**src/rtl/serport_pkg.sv**
```systemverilog
package serport_pkg;
  localparam int FRAME_BITS = 24;
  localparam int ADDR_W     = 6;
  localparam int SEL_W      = 2;
  localparam int DATA_W     = 12;
  localparam int PAD_W      = FRAME_BITS - 1 - ADDR_W - SEL_W - DATA_W;

  typedef struct packed {
    logic              isRead;
    logic [ADDR_W-1:0] addr;
    logic [SEL_W-1:0]  sel;
    logic [DATA_W-1:0] data;
  } cmd_t;

  typedef struct packed {
    logic frameStart;
    logic loadRb;
    logic sampleBit;
    logic driveBit;
    logic latchRb;
  } strobe_t;

  function automatic logic [FRAME_BITS-1:0] packEcho(
    input logic [ADDR_W-1:0] addr,
    input logic [SEL_W-1:0]  sel,
    input logic [DATA_W-1:0] data
  );
    return {1'b1, addr, sel, {PAD_W{1'b0}}, data};
  endfunction
endpackage

```
**src/rtl/serport_dp.sv**
```systemverilog
module serport_dp
  import serport_pkg::*;
#(
  parameter int CNT_W = 6
) (
  input  logic              clk,
  input  logic              rstN,
  input  strobe_t           stb,
  input  logic              din,
  input  logic [DATA_W-1:0] rdData,
  output cmd_t              cmd,
  output logic [CNT_W-1:0]  bitCnt,
  output logic              sdoBit,
  output logic [ADDR_W-1:0] rbAddr,
  output logic [SEL_W-1:0]  rbSel
);
  localparam int MSB = FRAME_BITS - 1;
  localparam logic [CNT_W-1:0] CNT_MAX = '1;

  logic [FRAME_BITS-1:0] shiftReg;
  logic [FRAME_BITS-1:0] echoWord;

  assign echoWord = packEcho(rbAddr, rbSel, rdData);

  always_comb begin
    cmd.isRead = shiftReg[MSB];
    cmd.addr   = shiftReg[MSB-1 -: ADDR_W];
    cmd.sel    = shiftReg[MSB-1-ADDR_W -: SEL_W];
    cmd.data   = shiftReg[DATA_W-1:0];
  end

  always_ff @(posedge clk) begin
    if (!rstN) begin
      shiftReg <= '0;
      bitCnt   <= '0;
      sdoBit   <= 1'b0;
      rbAddr   <= '0;
      rbSel    <= '0;
    end else begin
      if (stb.frameStart) begin
        bitCnt <= '0;
        if (stb.loadRb) shiftReg <= echoWord;
        sdoBit <= stb.loadRb ? echoWord[MSB] : shiftReg[MSB];
      end else begin
        if (stb.sampleBit) begin
          shiftReg <= {shiftReg[MSB-1:0], din};
          if (bitCnt != CNT_MAX) bitCnt <= bitCnt + 1'b1;
        end
        if (stb.driveBit) sdoBit <= shiftReg[MSB];
      end
      if (stb.latchRb) begin
        rbAddr <= cmd.addr;
        rbSel  <= cmd.sel;
      end
    end
  end


  frame_start_chk: assert property (@(posedge clk) disable iff (!rstN)
    stb.frameStart |=> (bitCnt == '0));

endmodule

```
**src/rtl/serport_ctl.sv**
```systemverilog
module serport_ctl
  import serport_pkg::*;
#(
  parameter int BUSY_CYCLES = 4,
  parameter int RB_IDLE_MIN = 16,
  parameter int CNT_W       = 6
) (
  input  logic              clk,
  input  logic              rstN,
  input  logic              daisyEn,
  input  logic              syncN,
  input  logic              sclk,
  input  cmd_t              cmd,
  input  logic [CNT_W-1:0]  bitCnt,
  output strobe_t           stb,
  output logic              wrValid,
  output logic [ADDR_W-1:0] wrAddr,
  output logic [SEL_W-1:0]  wrSel,
  output logic [DATA_W-1:0] wrData,
  output logic              busyN,
  output logic              sdoOe
);
  localparam int BUSY_W = $clog2(BUSY_CYCLES + 1);
  localparam int IDLE_W = $clog2(RB_IDLE_MIN + 1);
  localparam logic [IDLE_W-1:0] IDLE_LIM  = IDLE_W'(RB_IDLE_MIN);
  localparam logic [BUSY_W-1:0] BUSY_LOAD = BUSY_W'(BUSY_CYCLES);
  localparam logic [CNT_W-1:0]  FULL_CNT  = CNT_W'(FRAME_BITS);

  logic syncQ, sclkQ, sampledQ;
  logic inFrame, rbFrame, rbPending;
  logic [IDLE_W-1:0] idleCnt;
  logic [BUSY_W-1:0] busyCnt;

  logic syncFall, syncRise, sclkFall, sclkRise;
  logic tooSoon, accept, commit, doWrite, doArm;

  always_comb begin
    syncFall = syncQ & ~syncN;
    syncRise = ~syncQ & syncN;
    sclkFall = inFrame & ~syncN & sclkQ & ~sclk;
    sclkRise = inFrame & ~syncN & ~sclkQ & sclk;
    tooSoon  = rbPending && (idleCnt < IDLE_LIM);
    accept   = syncFall && !tooSoon;
    if (daisyEn) commit = inFrame && syncRise && (bitCnt >= FULL_CNT);
    else         commit = inFrame && sampledQ && (bitCnt == FULL_CNT);
    doWrite  = commit && !rbFrame && !cmd.isRead;
    doArm    = commit && !rbFrame && cmd.isRead;
    stb.frameStart = accept;
    stb.loadRb     = accept && rbPending;
    stb.sampleBit  = sclkFall;
    stb.driveBit   = sclkRise;
    stb.latchRb    = doArm;
  end

  assign busyN = (busyCnt == '0);

  always_ff @(posedge clk) begin
    if (!rstN) begin
      syncQ     <= 1'b1;
      sclkQ     <= 1'b1;
      sampledQ  <= 1'b0;
      inFrame   <= 1'b0;
      rbFrame   <= 1'b0;
      rbPending <= 1'b0;
      idleCnt   <= '0;
      busyCnt   <= '0;
      sdoOe     <= 1'b0;
      wrValid   <= 1'b0;
      wrAddr    <= '0;
      wrSel     <= '0;
      wrData    <= '0;
    end else begin
      syncQ    <= syncN;
      sclkQ    <= sclk;
      sampledQ <= sclkFall;

      if (accept) begin
        inFrame   <= 1'b1;
        rbFrame   <= rbPending;
        rbPending <= 1'b0;
        sdoOe     <= daisyEn || rbPending;
      end else if (syncRise) begin
        inFrame <= 1'b0;
        rbFrame <= 1'b0;
        sdoOe   <= 1'b0;
      end
      if (doArm) rbPending <= 1'b1;

      if (!syncN)                idleCnt <= '0;
      else if (idleCnt != IDLE_LIM) idleCnt <= idleCnt + 1'b1;

      wrValid <= doWrite;
      if (doWrite) begin
        wrAddr  <= cmd.addr;
        wrSel   <= cmd.sel;
        wrData  <= cmd.data;
        busyCnt <= BUSY_LOAD;
      end else if (busyCnt != '0) begin
        busyCnt <= busyCnt - 1'b1;
      end
    end
  end


  oe_sync_chk: assert property (@(posedge clk) disable iff (!rstN)
    sdoOe |-> !$past(syncN));


  busy_start_chk: assert property (@(posedge clk) disable iff (!rstN)
    $fell(busyN) |-> wrValid);


  full_frame_chk: assert property (@(posedge clk) disable iff (!rstN)
    wrValid |-> ($past(bitCnt) >= FULL_CNT));


  one_pulse_chk: assert property (@(posedge clk) disable iff (!rstN)
    wrValid |=> !wrValid);

endmodule

```
**src/rtl/serport.sv**
```systemverilog
module serport
  import serport_pkg::*;
#(
  parameter int BUSY_CYCLES = 4,
  parameter int RB_IDLE_MIN = 16
) (
  input  logic        clk,
  input  logic        rstN,
  input  logic        daisyEn,
  input  logic        syncN,
  input  logic        sclk,
  input  logic        din,
  output logic        sdo,
  output logic        sdoOe,
  output logic        wrValid,
  output logic [5:0]  wrAddr,
  output logic [1:0]  wrSel,
  output logic [11:0] wrData,
  output logic        busyN,
  output logic [5:0]  rdAddr,
  output logic [1:0]  rdSel,
  input  logic [11:0] rdData
);
  localparam int CNT_W = $clog2(2 * FRAME_BITS + 1);

  strobe_t          stb;
  cmd_t             cmd;
  logic [CNT_W-1:0] bitCnt;

  serport_ctl #(
    .BUSY_CYCLES(BUSY_CYCLES),
    .RB_IDLE_MIN(RB_IDLE_MIN),
    .CNT_W(CNT_W)
  ) u_ctl (
    .clk(clk), .rstN(rstN), .daisyEn(daisyEn), .syncN(syncN), .sclk(sclk),
    .cmd(cmd), .bitCnt(bitCnt), .stb(stb),
    .wrValid(wrValid), .wrAddr(wrAddr), .wrSel(wrSel), .wrData(wrData),
    .busyN(busyN), .sdoOe(sdoOe)
  );

  serport_dp #(
    .CNT_W(CNT_W)
  ) u_dp (
    .clk(clk), .rstN(rstN), .stb(stb), .din(din), .rdData(rdData),
    .cmd(cmd), .bitCnt(bitCnt), .sdoBit(sdo),
    .rbAddr(rdAddr), .rbSel(rdSel)
  );

endmodule

```
**config.mk**
```make
export PLATFORM = sky130hd
export DESIGN_NAME = serport
export DESIGN_NICKNAME = d
export VERILOG_FILES = /design/src/rtl/serport_pkg.sv /design/src/rtl/serport_dp.sv /design/src/rtl/serport_ctl.sv /design/src/rtl/serport.sv
export SDC_FILE = /design/constraint.sdc
export NUM_CORES = 1
export LEC_CHECK = 0
export BUFFER_PORTS_ARGS = -buffer_cell sky130_fd_sc_hd__buf_2
export CORE_MARGIN = 2
export CORE_UTILIZATION = 35
export CTS_CLUSTER_SIZE = 8
export DETAILED_ROUTE_END_ITERATION = 12
export HOLD_SLACK_MARGIN = 0.12
export SYNTH_ARGS = -nofsm -noshare
export SYNTH_HDL_FRONTEND = slang
export SYNTH_SLANG_ARGS = --single-unit
```
**constraint.sdc**
```tcl
create_clock -name clk -period 3 [get_ports clk]
set_input_delay 0.6 -clock clk [delete_from_list [all_inputs] [get_ports clk]]
set_output_delay 0.6 -clock clk [all_outputs]
set_load 0.05 [all_outputs]
```
==> qor.txt <==
Residual DRC: 0
Worst Setup Start Kind: flop
Worst endpoint required time: 3.29 ns
Cell at the root of the clock tree: clkbuf_8
Number of I/O pins: 50
Clock sinks: 75
Number of fill cells: 902
Most frequent cells in the layout: dfxtp_1, buf_2, mux2i_1
Worst Tran Pin Value: 0.9239 ns
Die area: 9684 um^2
MaxCap Viol Count: 0
Remaining antenna violation count: 0
Post-Syn Area: 3119 um^2
Core ar.: 8678 um^2
ANT cells: 0
Drt wl/cell: 14.22 um
Pwr dens: 553.1 nW/um^2
Post-CTS Setup Inserts: 0
Unrepaired setup endpoints after global routing: false
Ys flop type: dfxtp_1
Ys async rst share: 0%
Avg Cell Area, Syn: 10.06 um^2
Leakage power total: 1.550 nW
Die X-Extent: 98.41 um
Total Routing Usage GR: 14.58%
Worst path cell trace: inv_1 > ha_1 > nor4bb_1 > o21ai_0 > o31a_1 > a22o_2
Max Slew Vio Count: 0
Initial antenna violation count: 0
Die extent in y: 98.41 um
DR pass1 iterations: 4
Worst VDD drop: 0.2853 mV
# port buffers: 49
Number of enable flip-flop cells after synthesis: 0
WS Path Type: flop to flop
Finish-stage setup viols: 0
CP Capture Type: flop
Final Hold Fails: 0
H-tree depth: 3
First-pass GRT wire length: 11320 um
Detailed Place HPWL: 4417 um
WL final: 6639 um
Starting DRC count in detailed routing: 93
Critical Path Slowest Stage Cell: o31a_1
Critical path data arrival time: 2.60 ns
Num CTS Buffers: 9
Ys Warns: 0
Layout Skew: 0.009957 ns
Pre-CTS setup slack: 0.6880 ns
Post-synth cell types: 44
Worst setup margin: 0.6930 ns
Vias in the first global route: 2425
Max-slew headroom: 38.41%
Layout cells sized above 1: 22.84%
Clock latency on the worst-skew pair: 0.35 ns
Final TNS setup: 0 ns
Register-to-register path setup slack: 0.69 ns
Worst-path clk slew: 0.08 ns
Synthesized instance count: 310
Vias: 2337
GRT overflow: 0
Post-CTS Resized: 0
Num rows: 34
Tcrit/Tclk final: 76.90%
Status: finished clean
Synthesis-stage register bit count: 75
Largest net degree at the start of global routing: 43
Hold/Removal Path Class: flop to flop
Min cycle time layout: 2.307 ns
Commonest non-fill, non-tap cell in the layout: dfxtp_1
Initial Utilization: 35.94%
Cts hold-fix bufs: 0
Max Freq: 433.5 MHz
Via density: 5.004
Routability congestion estimate: 0.7365
Layout area overhead: 16.08%
CTS tree: yes
Final net count: 378
Tot Pwr: 2.003 mW
Critical Path Max Stage Delay: 0.80 ns
CTS max path bufs: 2
Net Count, Synth: 334
CP Max Fanout: 22
Share of the yosys chip area belonging to registers: 48.13%
per-layer routing:
metal,track usage [%],up-vias,routed length [um]
li1,-,1204,-
met1,18.82,1075,3296
met2,22.97,49,2927
met3,4.080,9,315
met4,6.006,0,99
met5,0,-,0
final timing paths:
| kind | startpoint | end | cells after the start |
|---|---|---|---|
| setup / recovery | u_dp.bitCnt[1]$_SDFFE_PP0P_ | u_ctl.wrAddr[3]$_SDFFE_PN0P_ | 6 |
| hold / removal | u_dp.shiftReg[12]$_SDFFE_PN0P_ | u_dp.shiftReg[13]$_SDFFE_PN0P_ | 2 |
| setup reg to reg | u_dp.bitCnt[1]$_SDFFE_PP0P_ | u_ctl.wrAddr[3]$_SDFFE_PN0P_ | 6 |
| hold reg to reg | u_dp.shiftReg[12]$_SDFFE_PN0P_ | u_dp.shiftReg[13]$_SDFFE_PN0P_ | 2 |
power by group:
group | internal (mW) | switching, mW
Clock | 0.372 | 0.373
Combinational | 0.0874 | 0.130
Sequential | 1.02 | 0.0186
Total | 1.48 | 0.522
cells by family (layout without fill, tap and decap cells):
logic type | Yosys count | after routing | synth area share, %
AO/OA/AOI/OAI | 84 | 84 | 19.09
XOR/XNOR | 9 | 9 | 2.527
adder cells (fa/ha/maj) | 6 | 6 | 2.407
buffers and inverters | 33 | 82 | 5.415
flip-flops | 75 | 75 | 48.13
multiplexers | 32 | 32 | 10.31
AND/OR/NAND/NOR | 71 | 71 | 12.11
layout make-up:
class	count	area [um^2]	area share [%]
Multi-Input combinational cell	202	1455	40.19
Timing Repair Buffer	55	290.3	8.017
Inverter	11	41.29	1.140
Tap cell	108	135.1	3.732
Clock buffer	12	165.2	4.561
Clock inverter	4	32.53	0.8984
Sequential cell	75	1501	41.47
state kept, by name, indices dropped and copies added (netlist names):
name	count
u_ctl.sdoOe	1
u_ctl.rbFrame	1
u_ctl.sampledQ	1
u_ctl.wrSel	2
u_dp.sdoBit	1
u_ctl.sclkQ	1
u_ctl.inFrame	1
u_ctl.wrValid	1
u_ctl.syncQ	1
u_dp.rbSel	2
u_ctl.rbPending	1
u_ctl.idleCnt	5
u_dp.bitCnt	6
u_ctl.wrData	12
u_ctl.wrAddr	6
u_dp.rbAddr	6
u_ctl.busyCnt	3
u_dp.shiftReg	24
through the flow:
step                utilization (%)  cells  hold slack, ns  area (um^2)
CTS                           41.72    467          0.4681         3621
finish                        41.72    467          0.4719         3621
floorplan                         -    310          0.4446         3119
detailed placement            39.45    451          0.4519         3423
global placement              39.45    451          0.4506         3423
global route                  41.72    467          0.4856         3621
critical path: cells and delay by family (launching register included):
family / cells / cell delay (ns)
flip-flops: 1 / 0.38
adder cells (fa/ha/maj): 1 / 0.17
buffers and inverters: 1 / 0.07
AO/OA/AOI/OAI: 3 / 1.49
AND/OR/NAND/NOR: 1 / 0.14
Yosys cell counts, types with 2 or more instances:
master / count / area [um^2]
o21ai_0: 4 / 20.02
nand2_1: 27 / 101.4
dfxtp_1: 75 / 1501
nand3_1: 7 / 35.03
buf_6: 3 / 33.78
a31oi_1: 2 / 12.51
ha_1: 6 / 75.07
o21a_1: 2 / 15.01
o31ai_1: 22 / 165.2
a22o_2: 2 / 20.02
buf_4: 3 / 22.52
xnor2_1: 5 / 43.79
buf_2: 9 / 45.04
a21oi_1: 23 / 115.1
mux2i_1: 31 / 310.3
clkbuf_1: 6 / 22.52
and3_1: 2 / 12.51
nand2b_1: 4 / 25.02
and2_1: 2 / 12.51
a22o_1: 18 / 157.7
a21o_1: 2 / 15.01
xor2_1: 4 / 35.03
inv_1: 11 / 41.29
o22ai_1: 2 / 12.51
o31a_1: 2 / 17.52
nor3_1: 5 / 25.02
or2_2: 2 / 12.51
nor2_1: 12 / 45.04
o211ai_1: 2 / 15.01
Power figures use the tool's default switching activity.
